<file path="src/rtl/dma_page_xlate.sv">
module dma_page_xlate #(
  parameter int PAGE_BITS = 12
) (
  input  logic        clk,
  input  logic        rst_n,
  input  logic        reg_we,
  input  logic [1:0]  reg_addr,
  input  logic [31:0] reg_wdata,
  output logic [31:0] reg_rdata,
  input  logic        req_valid,
  output logic        req_ready,
  input  logic [31:0] req_addr,
  output logic        mem_req_valid,
  input  logic        mem_req_ready,
  output logic [31:0] mem_req_addr,
  input  logic        mem_rsp_valid,
  input  logic [63:0] mem_rsp_data,
  input  logic        mem_rsp_err,
  output logic        res_valid,
  output logic [31:0] res_addr,
  output logic        res_perm
);
  localparam int IDX_W = 32 - PAGE_BITS;

  typedef enum logic [1:0] {S_IDLE, S_ISSUE, S_WAIT} state_t;

  state_t               state_q;
  logic [31:0]          base_q, limit_q, entry_q;
  logic [PAGE_BITS-1:0] off_q;

  wire [IDX_W-1:0] page_idx   = req_addr[31:PAGE_BITS];
  wire [31:0]      n_entries  = {3'b000, limit_q[31:3]};
  wire             in_range   = 32'(page_idx) < n_entries;
  wire [31:0]      entry_addr = {1'b0, base_q[30:0]} + 32'({page_idx, 3'b000});
  wire             accept     = req_valid && req_ready;

  assign req_ready     = (state_q == S_IDLE);
  assign mem_req_valid = (state_q == S_ISSUE);
  assign mem_req_addr  = entry_q;

  always_comb begin
    case (reg_addr)
      2'd0:    reg_rdata = base_q;
      2'd1:    reg_rdata = limit_q;
      default: reg_rdata = '0;
    endcase
  end

  always_ff @(posedge clk) begin
    if (!rst_n) begin
      base_q  <= '0;
      limit_q <= '0;
    end else if (reg_we) begin
      if (reg_addr == 2'd0) base_q  <= reg_wdata;
      if (reg_addr == 2'd1) limit_q <= reg_wdata;
    end
  end

  always_ff @(posedge clk) begin
    if (!rst_n) begin
      state_q   <= S_IDLE;
      entry_q   <= '0;
      off_q     <= '0;
      res_valid <= 1'b0;
      res_addr  <= '0;
      res_perm  <= 1'b0;
    end else begin
      res_valid <= 1'b0;
      case (state_q)
        S_IDLE: if (accept) begin
          off_q   <= req_addr[PAGE_BITS-1:0];
          entry_q <= entry_addr;
          if (in_range) begin
            state_q <= S_ISSUE;
          end else begin
            res_valid <= 1'b1;
            res_addr  <= '0;
            res_perm  <= 1'b0;
          end
        end
        S_ISSUE: if (mem_req_ready) state_q <= S_WAIT;
        S_WAIT: if (mem_rsp_valid) begin
          state_q   <= S_IDLE;
          res_valid <= 1'b1;
          res_perm  <= !mem_rsp_err;
          res_addr  <= mem_rsp_err ? '0 : {mem_rsp_data[31:PAGE_BITS], off_q};
        end
        default: state_q <= S_IDLE;
      endcase
    end
  end
endmodule

</file>
<file path="config.mk">
export PLATFORM = sky130hd
export DESIGN_NAME = dma_page_xlate
export DESIGN_NICKNAME = d
export VERILOG_FILES = /design/src/rtl/dma_page_xlate.sv
export SDC_FILE = /design/constraint.sdc
export NUM_CORES = 1
export LEC_CHECK = 0
export BUFFER_PORTS_ARGS = -buffer_cell sky130_fd_sc_hd__buf_2
export CORE_ASPECT_RATIO = 0.5
export CORE_MARGIN = 5
export CORE_UTILIZATION = 35
export CTS_CLUSTER_SIZE = 25
export DETAILED_ROUTE_END_ITERATION = 12
export GPL_TIMING_DRIVEN = 1
export MAX_ROUTING_LAYER = met4
export PLACE_DENSITY = 0.69
export SETUP_SLACK_MARGIN = 0.02
export SLEW_MARGIN = 30
export SYNTH_ARGS = -nofsm -noshare
export SYNTH_HDL_FRONTEND = slang
export SYNTH_SLANG_ARGS = --single-unit
</file>
<file path="constraint.sdc">
create_clock -name clk -period 3 [get_ports clk]
set_input_delay 0.6 -clock clk [delete_from_list [all_inputs] [get_ports clk]]
set_output_delay 0.6 -clock clk [all_outputs]
set_load 0.005 [all_outputs]
</file>
==> impl_metrics.toml, run 1 <==
[yosys]
post_synth.cell_area_avg_um2 = 7.865
yosys-top-cells-area = "dfxtp_1, nand2_1, a21oi_1"
synth_edf_count = 0
synth_top_area_share_pct = 38.79
synth_cell_types = 64
ys_ff_latch = 144
synth_area_leader_cell = "dfxtp_1"
ys_seq_area_share_pct = 38.79
syn_nets = 1122
async_flop_share_pct = 0
syn_inst = 945
ys_top_cells_by_count = "nand2_1, dfxtp_1, a21oi_1, clkbuf_1, nor2_1"
syn_area_mm2 = 0.007432
post-synth-top-count-cell = "nand2_1"
yosys_warnings = 0
synth_ff_type = "dfxtp_1"

[cells_and_area]
regArea_mm2 = 0.002883
fin_nets = 1294
final_util_pct = 44.80
area_delta_synth_final_pct = 24.73
fillers = 2081
drive_gt1_share_pct = 24.16
multiInputGateArea_mm2 = 0.004187
stdcell_count = 1407

[route]
drt_iter0_drc = 765
vias = 7434
ant_nets = 0
firstDrtPassIters = 5
avgViaCountPerCell = 5.284
drt-total-wl_um = 23650
wl_per_cell_um = 16.81
drc = 0

[worst_setup_path]
path_cells = "ha_1 > fa_1 > a211oi_2 > o21ai_2 > a31oi_1 > o22ai_1 > nand4_1 > mux2_2 > o22ai_1"
crit_fanout = 4
critPathArrivalTime_ps = 3070
startpoint_type = "flop"
cpMostUsedCell = "o22ai_1"
max_stage_delay_ps = 420
path_delay_family = "compound AO/OA/AOI/OAI gates"
critPathBufInv = 0
critPathKind = "flop to flop"
cpMaxStageDelayCell = "fa_1"
crit_required_ps = 3340
end_kind = "flop"

[min_path]
hold_class = "primary input to flop"

[global_route]
groute.usage.overall_pct = 19.19
grt_pass1_vias = 6974
grt_pass1_wl_um = 36820
antenna_found_initial = 3
grt_max_degree = 71
grt-ovfl-total = 0

[cts]
cts_max_level = 4
postCtsResizedCells = 0
post_cts_buffers = 0
clk_path_buf_depth = 2
cts_tree = "built"
ctsHoldBuffers = 0
cts.sink_count = 144
clockRootBuffer = "clkbuf_16"
clkTransAtPathRegs_ps = 70
numCtsBuffers = 17
clk_latency_ps = 430

[place]
hpwlAfterDp_um = 17670
gp_routability_congestion = 0.9498
dp_cells = 1371
port_buffers = 192

[floorplanning]
core-area_mm2 = 0.02069
io_pins = 237
initial_utilization_pct = 35.92
die_height_um = 113.0
dieArea_mm2 = 0.02443
num_rows = 37
dieWidth_um = 216.1

[timing]
rsz0062_at_grt = "false"
fin_crit_ps = 2723
min_period_over_period_pct = 90.75
slew_viol_final = 0
skew_ps = 11.06
maxSlewHeadroom_pct = 35.96
worstMarginPinSlew_ps = 960.6
fmax_mhz = 367.3
finalSetupViolCount = 0
hold_viol_final = 0

[pwr]
vdd_drop_max_mv = 0.3902
power.total_mw = 4.766
p_leak_nw = 3.976
powerDensity_mw_per_mm2 = 514.1

[flow_run]
maxCapViolCount = 0

[run_status]
status = "completed"
-- state kept, by name (all words and copies together), names as in the netlist --
signal / flops
base_q: 32
res_perm: 1
res_valid: 1
off_q: 12
res_addr: 32
limit_q: 32
state_q: 2
mem_req_addr: 32
-- cells by family after synthesis --
| family | after synthesis | share of synthesized area (%) |
|---|---|---|
| flip-flops | 144 | 38.79 |
| buffers and inverters | 94 | 5.185 |
| multiplexers | 36 | 4.865 |
| adder cells (fa/ha/maj) | 40 | 6.835 |
| AO/OA/AOI/OAI | 270 | 22.39 |
| AND/OR/NAND/NOR | 345 | 20.05 |
| XOR/XNOR | 16 | 1.885 |
-- power by group --
group	internal (mW)	total, mW	switching [mW]
registers	1.99	2.06	0.0660
logic	0.256	0.657	0.401
clock network	1.17	2.05	0.879
total	3.42	4.77	1.35
-- layer usage --
layer | GRT usage (%) | share of wire (%) | vias to the layer above | wire length [µm]
li1 | - | - | 3684 | -
met1 | 24.20 | 44 | 3514 | 10430
met2 | 30.68 | 47 | 220 | 11180
met3 | 5.747 | 7.6 | 16 | 1792
met4 | 4.361 | 1.0 | 0 | 242
met5 | - | 0 | - | 0
-- worst paths after layout --
check / from / endpoint / slack, ps / cells past startpoint
setup / recovery: base_q[3] / mem_req_addr[25] / 280 / 9
hold / removal: mem_rsp_data[14] / res_addr[14] / 390 / 3
setup reg to reg: base_q[3] / mem_req_addr[25] / 280 / 9
hold reg to reg: mem_req_addr[14] / mem_req_addr[14] / 450 / 2
-- layout by cell type (no fill, tap or decap), types with 5 or more instances in the layout --
cell	n
a211o_1	5
o21ai_0	23
a21oi_1	118
nand3_1	43
clkinv_4	5
a31oi_1	7
a211oi_1	5
xor2_1	10
o21ai_1	33
buf_2	192
nand2_1	200
a32oi_1	32
xnor2_1	6
a21o_1	9
inv_1	28
buf_4	25
clkbuf_16	17
ha_1	39
nand4_1	9
o211ai_1	7
dfxtp_1	144
mux2i_1	35
nor2_1	54
o21bai_1	6
-- cell type report --
type | count | share of cell area [%]
well taps | 273 | 3.685
flip-flops and latches | 144 | 31.10
repair buffers | 218 | 12.61
multi-input cells | 707 | 45.16
inverters | 29 | 1.174
clock inverters | 14 | 1.431
diodes | 4 | 0.1080
clock buffers | 18 | 4.737
-- through the flow --
step	setup TNS (ps)	hold slack (ps)	cell area (µm²)	worst slack [ps]
after CTS	0	365.7	9260	279.4
after floorplan	0	435.7	7432	342.7
after global placement	-10710	435.1	8683	-397.8
after global routing	0	373.4	9268	120.3
final	0	387.1	9270	277.4
after detailed placement	-99.64	444.2	8688	-69.24
-- worst min-delay path, delay by kind of cell --
kind            cells  cell delay, ps
compound gates      2             100
buf+inv             1              80
Note: power is estimated with default switching activity, not from simulation.
==> inputs of run 2 (changes only) <==
--- a/config.mk
+++ b/config.mk
@@ -5,7 +5,7 @@
 export SDC_FILE = /design/constraint.sdc
 export NUM_CORES = 1
 export LEC_CHECK = 0
-export BUFFER_PORTS_ARGS = -buffer_cell sky130_fd_sc_hd__buf_2
+export BUFFER_PORTS_ARGS = -buffer_cell sky130_fd_sc_hd__buf_4
 export CORE_ASPECT_RATIO = 0.5
 export CORE_MARGIN = 5
 export CORE_UTILIZATION = 35
==> impl_metrics.toml, run 2 (same netlist as run 1, synthesis figures left out) <==
[timing]
skew_ps = 14.57
slew_viol_final = 0
rsz0062_at_grt = "false"
fin_crit_ps = 2684
finalSetupViolCount = 0
worstMarginPinSlew_ps = 797.6
min_period_over_period_pct = 89.48
fmax_mhz = 372.5
hold_viol_final = 0
maxSlewHeadroom_pct = 46.83

[worst_setup_path]
r2r_slack_ps = 330
crit_required_ps = 2400
cpMostUsedCell = "buf_4"
end_kind = "output port"
max_stage_delay_ps = 790
cpMaxStageDelayCell = "dfxtp_1"
crit_fanout = 22
r2r_end = "mem_req_addr[25]"
crit-reg2reg-launch = "base_q[3]"
critPathArrivalTime_ps = 2080
worstRegToRegCells = 9
critPathBufInv = 2
critPathKind = "flop to output port"
path_delay_family = "flip-flops"
path_cells = "buf_4 > nor2b_1 > buf_4"
startpoint_type = "flop"

[pwr]
powerDensity_mw_per_mm2 = 509.7
swShare_pct = 26.49
comb_power_share_pct = 14.4
seq_power_share_pct = 41.3
p_leak_nw = 4.079
vdd_drop_max_mv = 0.2738
p_int_mw = 3.666
p_clk_share_pct = 44.3
p_sw_mw = 1.321

[floorplanning]
dieArea_mm2 = 0.02443
num_rows = 37
dieWidth_um = 216.1
die_height_um = 113.0
io_pins = 237
initial_utilization_pct = 35.92
core-area_mm2 = 0.02069

[min_path]
hold_end = "res_addr[12]"
worstHoldStart = "mem_rsp_data[12]"
hold_depth = 3
hold_class = "primary input to flop"

[cells_and_area]
final_common_cell = "buf_4"
area_delta_synth_final_pct = 31.67
drive_gt1_share_pct = 24.20
final_util_pct = 47.29
layout_common_cells = "buf_4, nand2_1, dfxtp_1, a21oi_1, nor2_1"
fin_area_mm2 = 0.009786
fin_nets = 1296
antennaDiodeCount = 0

[cts]
post_cts_buffers = 0
postCtsResizedCells = 0
numCtsBuffers = 17
clkTransAtPathRegs_ps = 70
cts.sink_count = 144
clk_latency_ps = 430
clk_path_buf_depth = 2
cts_tree = "built"
cts_max_level = 4
clockRootBuffer = "clkbuf_16"
ctsHoldBuffers = 0

[place]
hpwlAfterDp_um = 18000
gp_routability_congestion = 0.9383
port_buffers = 192
placed_cell_area_mm2 = 0.009171

[run_status]
status = "completed"

[global_route]
grt-ovfl-total = 0
grt_pass1_vias = 7107
grt_max_degree = 80
groute.usage.overall_pct = 19.81
antenna_found_initial = 0
grt_pass1_wl_um = 38010

[route]
drt-total-wl_um = 24020
firstDrtPassIters = 5
ant_nets = 0
vias = 7425
drc = 0
drt_iter0_drc = 594
avgViaCountPerCell = 5.285
wl_per_cell_um = 17.10

[flow_run]
maxCapViolCount = 0
-- run 2: worst reg2reg max path, stage by stage, from the launching register on --
cell and delay, ps:
dfxtp_1 330, ha_1 230, fa_1 410, a211oi_2 360, o21ai_2 140, a31oi_1 290
o22ai_1 190, nand4_1 170, mux2_2 350, o22ai_1 120
-- run 2: layout make-up --
| class | count | area [µm²] |
|---|---|---|
| fillers | 1979 | 10910 |
| multi-input cells | 707 | 4187 |
| flip-flops and latches | 144 | 2883 |
| repair buffers | 220 | 1652 |
| clock buffers | 20 | 456.7 |
| well taps | 273 | 341.6 |
| clock inverters | 12 | 157.7 |
| inverters | 29 | 108.9 |
-- run 2: routing by layer --
layer  global-route usage [%]  vias to the layer above  share of wire (%)
li1                         -                     3682                  -
met1                    25.96                     3470                 45
met2                    30.89                      242                 46
met3                    4.491                       31                6.2
met4                    5.885                        0                1.9
met5                        -                        -                  0
-- run 2: worst max-delay path by stage --
stage,from,endpoint,cells past startpoint
floorplan,req_addr[12],mem_req_addr[25],9
detailed placement,req_addr[12],mem_req_addr[25],10
CTS,state_q[0],mem_req_valid,3
global route,limit_q[21],res_addr[31],9
finish,state_q[0],mem_req_valid,3
global placement,req_addr[30],res_addr[31],9
-- run 2: power by group through the flow --
| stage | sequential [mW] | combinational (mW) | clock, mW |
|---|---|---|---|
| final | 2.06 | 0.719 | 2.21 |
| after detailed placement | 2.10 | 0.720 | 0 |
| after CTS | 2.06 | 0.723 | 2.25 |
| after global routing | 2.07 | 0.795 | 2.35 |
| after global placement | 2.10 | 0.706 | 0 |
| after floorplan | 2.08 | 0.404 | 0 |
-- run 2: through the flow --
stage | hold slack, ps | power (mW) | setup TNS [ps] | setup WS (ps) | cells
2_1_floorplan | 435.7 | 2.482 | 0 | 342.7 | 945
3_3_place_gp | 442.3 | 2.804 | -10430 | -386.6 | 1373
3_5_place_dp | 445.5 | 2.823 | -109.2 | -69.50 | 1373
4_1_cts | 362.2 | 5.030 | 0 | 269.9 | 1405
5_1_grt | 381.0 | 5.219 | 0 | 148.1 | 1405
6_report | 379.9 | 4.987 | 0 | 315.7 | 1405
